<file path="src/rtl/timer_pkg.sv">
package timer_pkg;
    typedef enum logic {
        MODE_EDGE   = 1'b0,
        MODE_CENTER = 1'b1
    } mode_e;

    typedef enum logic {
        DIR_UP   = 1'b0,
        DIR_DOWN = 1'b1
    } dir_e;
endpackage

</file>
<file path="src/rtl/tmr_clkdiv.sv">
module tmr_clkdiv #(
    parameter int SEL_W = 2
) (
    input  logic             clk,
    input  logic             rst_n,
    input  logic             clr,
    input  logic             run,
    input  logic [SEL_W-1:0] sel,
    output logic             tick
);
    localparam int CW = (1 << SEL_W) - 1;

    typedef struct packed {
        logic [CW-1:0] cnt;
    } div_st_t;

    div_st_t st_d, st_q;
    logic [CW-1:0] limit;

    always_comb begin
        limit = CW'((1 << sel) - 1);
        tick  = run && !clr && (st_q.cnt == limit);
        st_d  = st_q;
        if (clr) begin
            st_d.cnt = '0;
        end else if (run) begin
            st_d.cnt = tick ? '0 : st_q.cnt + CW'(1);
        end
    end

    always_ff @(posedge clk or negedge rst_n) begin
        if (!rst_n) st_q <= '0;
        else        st_q <= st_d;
    end
endmodule

</file>
<file path="src/rtl/tmr_prescaler.sv">
module tmr_prescaler #(
    parameter int PSC_W = 16
) (
    input  logic             clk,
    input  logic             rst_n,
    input  logic             clr,
    input  logic             step,
    input  logic [PSC_W-1:0] psc,
    output logic             tick
);
    typedef struct packed {
        logic [PSC_W-1:0] cnt;
    } psc_st_t;

    psc_st_t st_d, st_q;

    always_comb begin
        tick = step && !clr && (st_q.cnt == psc);
        st_d = st_q;
        if (clr) begin
            st_d.cnt = '0;
        end else if (step) begin
            st_d.cnt = tick ? '0 : st_q.cnt + PSC_W'(1);
        end
    end

    always_ff @(posedge clk or negedge rst_n) begin
        if (!rst_n) st_q <= '0;
        else        st_q <= st_d;
    end
endmodule

</file>
<file path="src/rtl/tmr_counter.sv">
module tmr_counter
    import timer_pkg::*;
#(
    parameter int CNT_W = 16
) (
    input  logic             clk,
    input  logic             rst_n,
    input  logic             clr,
    input  logic             step,
    input  logic [CNT_W-1:0] arr,
    input  mode_e            mode,
    output logic [CNT_W-1:0] count,
    output dir_e             dir,
    output logic             upd,
    output logic             wrap
);
    typedef struct packed {
        logic [CNT_W-1:0] cnt;
        dir_e             dir;
        logic             upd;
    } cnt_st_t;

    cnt_st_t st_d, st_q;

    always_comb begin
        st_d     = st_q;
        st_d.upd = 1'b0;
        if (clr) begin
            st_d.cnt = '0;
            st_d.dir = DIR_UP;
        end else if (step) begin
            if (mode == MODE_EDGE) begin
                if (st_q.cnt == arr) begin
                    st_d.cnt = '0;
                    st_d.upd = 1'b1;
                end else begin
                    st_d.cnt = st_q.cnt + CNT_W'(1);
                end
            end else if (st_q.dir == DIR_UP) begin
                if (st_q.cnt == arr) st_d.dir = DIR_DOWN;
                else                 st_d.cnt = st_q.cnt + CNT_W'(1);
            end else begin
                if (st_q.cnt == '0) begin
                    st_d.dir = DIR_UP;
                    st_d.upd = 1'b1;
                end else begin
                    st_d.cnt = st_q.cnt - CNT_W'(1);
                end
            end
        end
        wrap  = st_d.upd;
        count = st_q.cnt;
        dir   = st_q.dir;
        upd   = st_q.upd;
    end

    always_ff @(posedge clk or negedge rst_n) begin
        if (!rst_n) st_q <= '{cnt: '0, dir: DIR_UP, upd: 1'b0};
        else        st_q <= st_d;
    end
endmodule

</file>
<file path="src/rtl/prescaled_timer.sv">
module prescaled_timer
    import timer_pkg::*;
#(
    parameter int CNT_W = 16,
    parameter int PSC_W = 16,
    parameter int SEL_W = 2
) (
    input  logic             clk,
    input  logic             rst_n,
    input  logic             en_i,
    input  logic [SEL_W-1:0] div_sel_i,
    input  logic [PSC_W-1:0] psc_i,
    input  logic [CNT_W-1:0] arr_i,
    input  logic             center_i,
    input  logic [CNT_W-1:0] cmp_i,
    output logic [CNT_W-1:0] count_o,
    output logic             update_o,
    output logic             dir_down_o,
    output logic             pwm_o
);
    typedef struct packed {
        logic [SEL_W-1:0] sel;
        logic [PSC_W-1:0] psc;
        logic [CNT_W-1:0] arr;
        logic             center;
        logic [CNT_W-1:0] cmp;
    } cfg_t;

    typedef struct packed {
        logic running;
        cfg_t act;
    } top_st_t;

    top_st_t st_d, st_q;
    logic    load, run, div_tick, psc_tick, wrap;
    mode_e   mode;
    dir_e    dir;

    // Settings are captured on start and at each update event only.
    always_comb begin
        load       = en_i && !st_q.running;
        run        = en_i && st_q.running;
        mode       = st_q.act.center ? MODE_CENTER : MODE_EDGE;
        st_d       = st_q;
        st_d.running = en_i;
        if (load || wrap) begin
            st_d.act = '{sel: div_sel_i, psc: psc_i, arr: arr_i,
                         center: center_i, cmp: cmp_i};
        end
    end

    always_ff @(posedge clk or negedge rst_n) begin
        if (!rst_n) st_q <= '0;
        else        st_q <= st_d;
    end

    tmr_clkdiv #(.SEL_W(SEL_W)) u_div (
        .clk(clk), .rst_n(rst_n), .clr(load), .run(run),
        .sel(st_q.act.sel), .tick(div_tick)
    );

    tmr_prescaler #(.PSC_W(PSC_W)) u_psc (
        .clk(clk), .rst_n(rst_n), .clr(load), .step(div_tick),
        .psc(st_q.act.psc), .tick(psc_tick)
    );

    tmr_counter #(.CNT_W(CNT_W)) u_cnt (
        .clk(clk), .rst_n(rst_n), .clr(load), .step(psc_tick),
        .arr(st_q.act.arr), .mode(mode), .count(count_o), .dir(dir),
        .upd(update_o), .wrap(wrap)
    );

    assign dir_down_o = (dir == DIR_DOWN);
    assign pwm_o      = (count_o < st_q.act.cmp);
endmodule

</file>
<file path="config.mk">
export PLATFORM = sky130hd
export DESIGN_NAME = prescaled_timer
export DESIGN_NICKNAME = d
export VERILOG_FILES = /design/src/rtl/timer_pkg.sv /design/src/rtl/tmr_clkdiv.sv /design/src/rtl/tmr_prescaler.sv /design/src/rtl/tmr_counter.sv /design/src/rtl/prescaled_timer.sv
export SDC_FILE = /design/constraint.sdc
export NUM_CORES = 1
export LEC_CHECK = 0
export BUFFER_PORTS_ARGS = -buffer_cell sky130_fd_sc_hd__clkbuf_2
export CAP_MARGIN = 20
export CORE_AREA = 2 2 103 105
export DETAILED_ROUTE_END_ITERATION = 7
export DIE_AREA = 0 0 105 107
export GPL_TIMING_DRIVEN = 1
export PLACE_DENSITY = 0.75
export RECOVER_POWER = 50
export SYNTH_ARGS = -nofsm -noshare
export SYNTH_HDL_FRONTEND = slang
export SYNTH_SLANG_ARGS = --single-unit
</file>
<file path="constraint.sdc">
create_clock -name clk -period 7.3 [get_ports clk]
set_input_delay 1.46 -clock clk [delete_from_list [all_inputs] [get_ports clk]]
set_output_delay 1.46 -clock clk [all_outputs]
set_load 0.02 [all_outputs]
</file>
==> impl_metrics.ini, run 1 <==
[global_route]
grt_pass1_vias = 4177
antenna_found_initial = 0
grt_usage = 0.228
grt_pass1_wl_um = 20300
gr-total-overflow = 0
grt_max_degree = 90

[layout]
multi_input_area_um2 = 2940
final_common_cell = dfrtp_1
n_fill_cell = 889
register_area_um2 = 2230
final_cell_mix = 89 x dfrtp_1, 69 x clkbuf_2, 50 x mux2_4
fin_cells = 709
postLayoutCoreUtil = 0.595
fin_nets = 644
diodes = 0
drive_above_1_share = 0.262
area_growth_pct = 10.5

[clock_tree]
cts_tree = yes
clk_latency_ps = 370
htreeDepth = 3
cts_hold_buf = 0
clock_path_buffers = 2
cts_buffers = 9
cts_root_buf = clkbuf_8
cts_setup_buffers = 0
clk_pin_slew_worst_paths_ps = 90
cts.repair.resized = 0
cts_sinks = 89

[floorplanning]
coreArea_um2 = 10100
initial_core_util = 0.538
die_w_um = 105
pin_count = 73
dieHeight_um = 107
num_rows = 37
dieArea_um2 = 11200

[logic_synthesis]
synth_nets = 587
synthTopCellsByArea = dfrtp_1 41%, mux2_4 14%, xor2_1 5.3%, ha_1 4.4%, xnor2_1 2.7%
syn_area_per_cell_um2 = 10.6
synth_seq_cells = 89
ys_warn_count = 0
ys_types = 59
synth_top_area_cell = dfrtp_1
netlist_area_um2 = 5430
synth_top_area_share = 0.410
synth-edff-count = 0
synthFlopType = dfrtp_1
synth-seq-area-share = 0.410
synth-async-reset-ratio = 1.00
syn-instance-count = 514

[placement]
dp_hpwl_um = 8770
io_buffers = 72
place_ws_ps = 3490
gp_congestion = 0.922
dpl.cell_count = 695

[drt]
wl_per_cell_um = 17.0
drt_iter0_drc = 174
ant_nets = 0
vias = 4121
wl_um = 12100
drc = 0
dr.pass1.iters = 5
vias_per_cell = 5.81

[sta]
setup-violations-final = 0
fin_crit_ps = 3920
slew_headroom = 0.282
fmax_mhz = 255
worst_pin_slew_ps = 1080
layout_setup_ws_ps = 3380
final_max_slew_viol_count = 0
clock_skew_ps = 8.61
final.setup.tns_ps = 0
hold_viol_final = 0
rsz0062_at_grt = no
min_period_over_period = 0.536

[setup_path]
end_kind = output port
start_kind = flip-flop
crit_required_ps = 5840
cp.arrival_ps = 2460
path_class = reg2out
critPathMaxFanout = 9

[power]
ir_worst_vdd_uv = 124
fin_total_pwr_mw = 1.09
p_leak_nw = 2.90
power_density_nw_per_um2 = 181

[job]
cap_violations = 0

[run_status]
status = completed

[min_path]
hp-class = reg2reg
[path summary, 6_finish.rpt]
check | slack [ps] | cells after the start | end | startpoint
worst max-delay path | 3380 | 8 | pwm_o | u_cnt.count[1]
worst min-delay path | 520 | 1 | st_q[5] | st_q[5]
worst max register to register | 3900 | 7 | u_cnt.count[3] | u_cnt.count[1]
worst min register to register | 520 | 1 | st_q[5] | st_q[5]
max in group asynchronous | 5170 | 2 | u_div.st_q[2] | rst_n
min in group asynchronous | 1250 | 1 | st_q[23] | rst_n
[layer usage]
metal,routed length [um],vias to the layer above,GRT usage
met3,526,27,0.0310
met5,0,-,0
met2,6030,137,0.379
li1,-,1954,-
met1,5180,2003,0.294
met4,329,0,0.111
[critical path: stages (launching register included)]
cell and delay [ps]:
dfrtp_1 490, ha_1 330, a21boi_0 120, o21a_1 170, o21ai_0 150, a21oi_1 80
or4_1 400, a21oi_1 170, clkbuf_2 190
[report_power, final]
group | switching (mW) | internal, mW | total, mW
Sequential | 0.0422 | 0.538 | 0.581
Clock | 0.167 | 0.153 | 0.320
Combinational | 0.0795 | 0.105 | 0.185
[registers in the layout, indices dropped and copies added, names as in the netlist]
name,flops
u_cnt.count,16
st_q,52
u_cnt.upd,1
u_div.st_q,3
u_cnt.dir,1
u_psc.st_q,16
[synth_stat cells (all sizes together) (14+ instances only)]
master,count
nor2,34
inv,28
a21oi,18
mux2,53
nand2,28
dfrtp,89
nand3,20
nor3,15
xnor2,17
buf,19
o21ai,28
ha,19
nor4,14
xor2,33
nand4,19
[through the flow]
step | hold slack [ps] | instance area [um^2]
3_3_place_gp | 497 | 5810
3_5_place_dp | 496 | 5810
6_report | 522 | 6000
4_1_cts | 520 | 5980
5_1_grt | 537 | 6000
2_1_floorplan | 476 | 5430
[cell families after synthesis]
family                   share of synthesized area
AO/OA/AOI/OAI                                0.107
adder cells (fa/ha/maj)                     0.0438
buffers and inverters                       0.0511
flip-flops                                   0.410
multiplexers                                 0.146
XOR/XNOR                                    0.0806
AND/OR/NAND/NOR                              0.161
[area by class of cell]
| class | count | area share |
|---|---|---|
| multi-input combinational | 369 | 0.489 |
| sequential | 89 | 0.371 |
| timing repair buffer | 74 | 0.0652 |
| tap | 136 | 0.0283 |
| clock buffer | 10 | 0.0213 |
| inverter | 28 | 0.0175 |
| clock inverter | 3 | 0.00750 |
(Power assumes the default switching activity.)
==> run 2, diff against run 1 <==
Clock period 7.3 ns to 4.1 ns, I/O delays scaled along.
==> impl_metrics.ini, run 2 (synthesis results as in run 1) <==
[sta]
final.setup.tns_ps = 0
fmax_mhz = 299
min_period_over_period = 0.816
hold_viol_final = 0
final_max_slew_viol_count = 68
slew_headroom = -0.133
clock_skew_ps = 13.1
rsz0062_at_grt = no
fin_crit_ps = 3340
whs_ps = 524
worst_pin_slew_ps = 1700
setup-violations-final = 0

[setup_path]
cp.arrival_ps = 2520
cp_common_cell = a21oi_1
crit_slowest_cell = dfrtp_1
critPathMaxFanout = 9
crit_required_ps = 3280
slowest_delay_ps = 570
path_class = reg2out
crit_chain = ha_1, a21boi_0, o21a_1, o21ai_0, a21oi_1, or4_1, a21oi_1, clkbuf_2
cp_top_family = compound AO/OA/AOI/OAI gates
end_kind = output port
path_buf_inv = 1
start_kind = flip-flop

[drt]
vias_per_cell = 5.90
wl_met3_um = 620
highest_layer = met4
drt_iter0_drc = 243
wl_um = 12500
wl_met1_um = 5270
vias = 4217
drc = 0
ant_nets = 0
wl_per_cell_um = 17.5
wl_met2_um = 6330
dr.pass1.iters = 5

[global_route]
grt_usage = 0.234
grt_max_degree = 68
grt_pass1_wl_um = 20900
antenna_found_initial = 0
gr-total-overflow = 0
grt_pass1_vias = 4244

[layout]
diodes = 0
final_common_cell = dfrtp_1
fin_nets = 647
top_register = st_q
multi_input_area_um2 = 2930
n_fill_cell = 910
fin_area_um2 = 6050
final_cell_mix = 89 x dfrtp_1, 66 x clkbuf_2, 50 x mux2_4
drive_above_1_share = 0.264
postLayoutCoreUtil = 0.599
largest_register_ffs = 52
area_growth_pct = 11.3
register_area_um2 = 2230

[floorplanning]
die_w_um = 105
initial_core_util = 0.538
coreArea_um2 = 10100
num_rows = 37
dieHeight_um = 107
pin_count = 73
dieArea_um2 = 11200

[clock_tree]
cts_buffers = 9
cts_tree = yes
cts_hold_buf = 0
clk_latency_ps = 370
clock_path_buffers = 2
htreeDepth = 3
clk_pin_slew_worst_paths_ps = 80
cts_setup_buffers = 0
cts.repair.resized = 0
cts_sinks = 89
cts_root_buf = clkbuf_8

[power]
power_density_nw_per_um2 = 332
ir_worst_vdd_uv = 216
p_leak_nw = 2.93

[run_status]
status = finished, violations left
violations = capacitance limit, slew limit

[job]
cap_violations = 1

[placement]
dpl_cell_area_um2 = 5850
gp_congestion = 0.961
dp_hpwl_um = 8920
io_buffers = 72

[min_path]
hp-class = reg2reg
-- run 2: through the flow --
stage	instances	setup slack [ps]	power, mW
finish	715	756	2.01
global route	715	618	2.11
CTS	715	713	2.03
detailed placement	699	951	1.38
global placement	699	1070	1.37
floorplan	514	1220	1.28
-- run 2: power by group --
group,switching (mW),total (mW),leakage (nW),internal (mW)
Combinational,0.141,0.328,1.69,0.187
Clock,0.327,0.645,0.110,0.318
Sequential,0.0784,1.04,1.12,0.959
-- run 2: final cells by class --
class | count | area share
Inverter | 28 | 0.0174
Tap cell | 136 | 0.0281
Clock inverter | 5 | 0.0101
Sequential cell | 89 | 0.368
Multi-Input combinational cell | 369 | 0.485
Clock buffer | 11 | 0.0250
Timing Repair Buffer | 77 | 0.0660
-- run 2: worst paths after layout --
path	slack, ps	end	startpoint	cells past startpoint
min reg2reg	520	st_q[10]	st_q[10]	1
min in group asynchronous	890	st_q[26]	rst_n	1
min	520	st_q[10]	st_q[10]	1
max reg2reg	1070	st_q[11]	u_cnt.count[0]	9
max	760	pwm_o	u_cnt.count[1]	8
max in group asynchronous	1320	u_psc.st_q[2]	rst_n	2
-- run 2: routing by layer --
layer,up-vias,global-route usage
li1,1954,-
met1,2092,0.286
met2,145,0.413
met3,26,0.0474
met4,0,0.0781
met5,-,0
==> run 3, diff against run 2 <==
Settings changed: ABC_AREA set to 1, CORE_AREA 2 2 103 105 to 2 2 110 112, DIE_AREA 0 0 105 107 to 0 0 112 114, PLACE_DENSITY 0.75 to 0.74.
Clock period 4.1 ns to 3.3 ns, I/O delays scaled along.
==> impl_metrics.ini, run 3 <==
[setup_path]
start_kind = flip-flop
crit_start = u_cnt.count[13]
reg2regPathDepth = 11
critPathMaxFanout = 11
rr_startpoint = u_cnt.count[0]
end_kind = output port
r2r-end = st_q[46]
path_class = reg2out
crit_required_ps = 2640
r2r_slack_ps = 880
cp.arrival_ps = 2160

[run_status]
violations = capacitance limit, slew limit
status = finished, violations left

[layout]
final_common_cell = nand2_1
final_cell_mix = 339 x nand2_1, 89 x dfrtp_1, 77 x nor2_1
top_register = st_q
area_growth_pct = 9.22
fin_nets = 1013
diodes = 0
postLayoutCoreUtil = 0.578
drive_above_1_share = 0.206
largest_register_ffs = 52

[logic_synthesis]
synth_seq_cells = 89
synthFlopType = dfrtp_1
ys_warn_count = 0
ys_types = 36
synth-seq-area-share = 0.359
synth-edff-count = 0
netlist_top_cells_count = 339 x nand2_1, 89 x dfrtp_1, 77 x nor2_1
synth_top_area_share = 0.359
netlist_area_um2 = 6200
synth_nets = 956
synth-async-reset-ratio = 1.00
synth_top_area_cell = dfrtp_1
syn_area_per_cell_um2 = 7.02
synthTopCellsByArea = dfrtp_1 36%, nand2_1 21%, nand2_2 5.3%, nor2_1 4.7%, ha_1 3.8%
synth_most_common_cell = nand2_1
syn-instance-count = 883

[power]
power.share.combinational = 0.215
power_density_nw_per_um2 = 460
p_leak_nw = 3.72
switchingPower_mw = 0.988
fin_total_pwr_mw = 3.12
p_int_mw = 2.13
pwr-share-seq = 0.454
power.share.clock = 0.330
switching_share = 0.317
ir_worst_vdd_uv = 352

[sta]
final_max_slew_viol_count = 37
fin_crit_ps = 2820
whs_ps = 477
hold_viol_final = 0
rsz0062_at_grt = no
min_period_over_period = 0.855
setup-violations-final = 0
final.setup.tns_ps = 0
fmax_mhz = 354
layout_setup_ws_ps = 478
worst_pin_slew_ps = 2080
clock_skew_ps = 6.50
slew_headroom = -0.385

[drt]
dr.pass1.iters = 5
vias = 5467
vias_per_cell = 5.01
wl_um = 14300
ant_nets = 0
drt_iter0_drc = 234
highest_layer = met4
wl_met2_um = 6930
wl_per_cell_um = 13.1
wl_met3_um = 722
wl_met1_um = 6390
drc = 0

[clock_tree]
cts_root_buf = clkbuf_16
cts_setup_buffers = 0
cts_tree = yes
clk_pin_slew_worst_paths_ps = 60
clock_path_buffers = 2
cts_sinks = 89
cts_buffers = 9
clk_latency_ps = 350
cts.repair.resized = 0
cts_hold_buf = 0
htreeDepth = 3

[placement]
gp_congestion = 0.964
io_buffers = 72
dp_hpwl_um = 10300
place_ws_ps = 865

[global_route]
grt_pass1_vias = 5060
antenna_found_initial = 0
grt_max_degree = 54
grt_usage = 0.236
gr-total-overflow = 0
grt_pass1_wl_um = 24200

[floorplanning]
dieArea_um2 = 12800
coreArea_um2 = 11700
pin_count = 73
initial_core_util = 0.530
dieHeight_um = 114
die_w_um = 112
num_rows = 40

[min_path]
hp-class = reg2reg
whs_path_depth = 2
hold_start = st_q[7]
hold-path-endpoint = st_q[7]

[job]
cap_violations = 1
[run 3: changes by cell type in the layout (fill, tap and decap cells not counted), sizes merged, moves of 6 or more]
cell and change:
xnor2 -14, o2bb2ai -7, nand3 +22, nand2 +371
nor4 -13, inv +63, a21o -6, xor2 -7
mux2 -53, nor2 +54
[run 3: worst max-delay path by stage]
| stage | endpoint | cells past startpoint |
|---|---|---|
| after global routing | pwm_o | 7 |
| after global placement | pwm_o | 7 |
| after floorplan | pwm_o | 6 |
| final | pwm_o | 7 |
| after CTS | pwm_o | 7 |
| after detailed placement | st_q[46] | 10 |
[run 3: cell families (layout without fill, tap and decap cells)]
kind of cell,count (synthesis),in the layout,share of synthesized area
AO/OA/AOI/OAI,56,56,0.0470
buffers and inverters,121,182,0.101
flip-flops,89,89,0.359
AND/OR/NAND/NOR,569,569,0.414
adder cells (fa/ha/maj),19,19,0.0383
XOR/XNOR,29,29,0.0410
[run 3: power by group through the flow]
| stage | sequential, mW | clock [mW] | combinational (mW) |
|---|---|---|---|
| 3_3_place_gp | 1.43 | 0 | 0.665 |
| 4_1_cts | 1.42 | 1.06 | 0.693 |
| 2_1_floorplan | 1.40 | 0 | 0.539 |
| 5_1_grt | 1.44 | 1.10 | 0.783 |
| 6_report | 1.42 | 1.03 | 0.671 |
| 3_5_place_dp | 1.44 | 0 | 0.687 |
[run 3: final cells by class]
cell class | instances | area (um^2)
inverter | 93 | 349
fill | 1154 | 4940
clock inverter | 5 | 56.3
sequential | 89 | 2230
timing repair buffer | 74 | 380
multi-input combinational | 673 | 3340
tap | 147 | 184
clock buffer | 10 | 239
[run 3: stage by stage]
stage / area [um^2] / cells
2_1_floorplan: 6200 / 883
6_report: 6770 / 1091
3_5_place_dp: 6500 / 1076
5_1_grt: 6770 / 1091
4_1_cts: 6800 / 1091
3_3_place_gp: 6500 / 1076
[run 3: critical path, stage by stage, from the launching register on]
cell      delay, ps
dfrtp_1         580
ha_1            310
a21oi_1         130
nor2_1           50
a211oi_1        260
o21ai_0         140
a21oi_1         130
clkbuf_2        190
[run 3: routing by layer]
| layer | global-route usage | vias up |
|---|---|---|
| met5 | 0 | - |
| met4 | 0.0659 | 0 |
| li1 | - | 2846 |
| met2 | 0.415 | 135 |
| met3 | 0.0547 | 15 |
| met1 | 0.292 | 2471 |
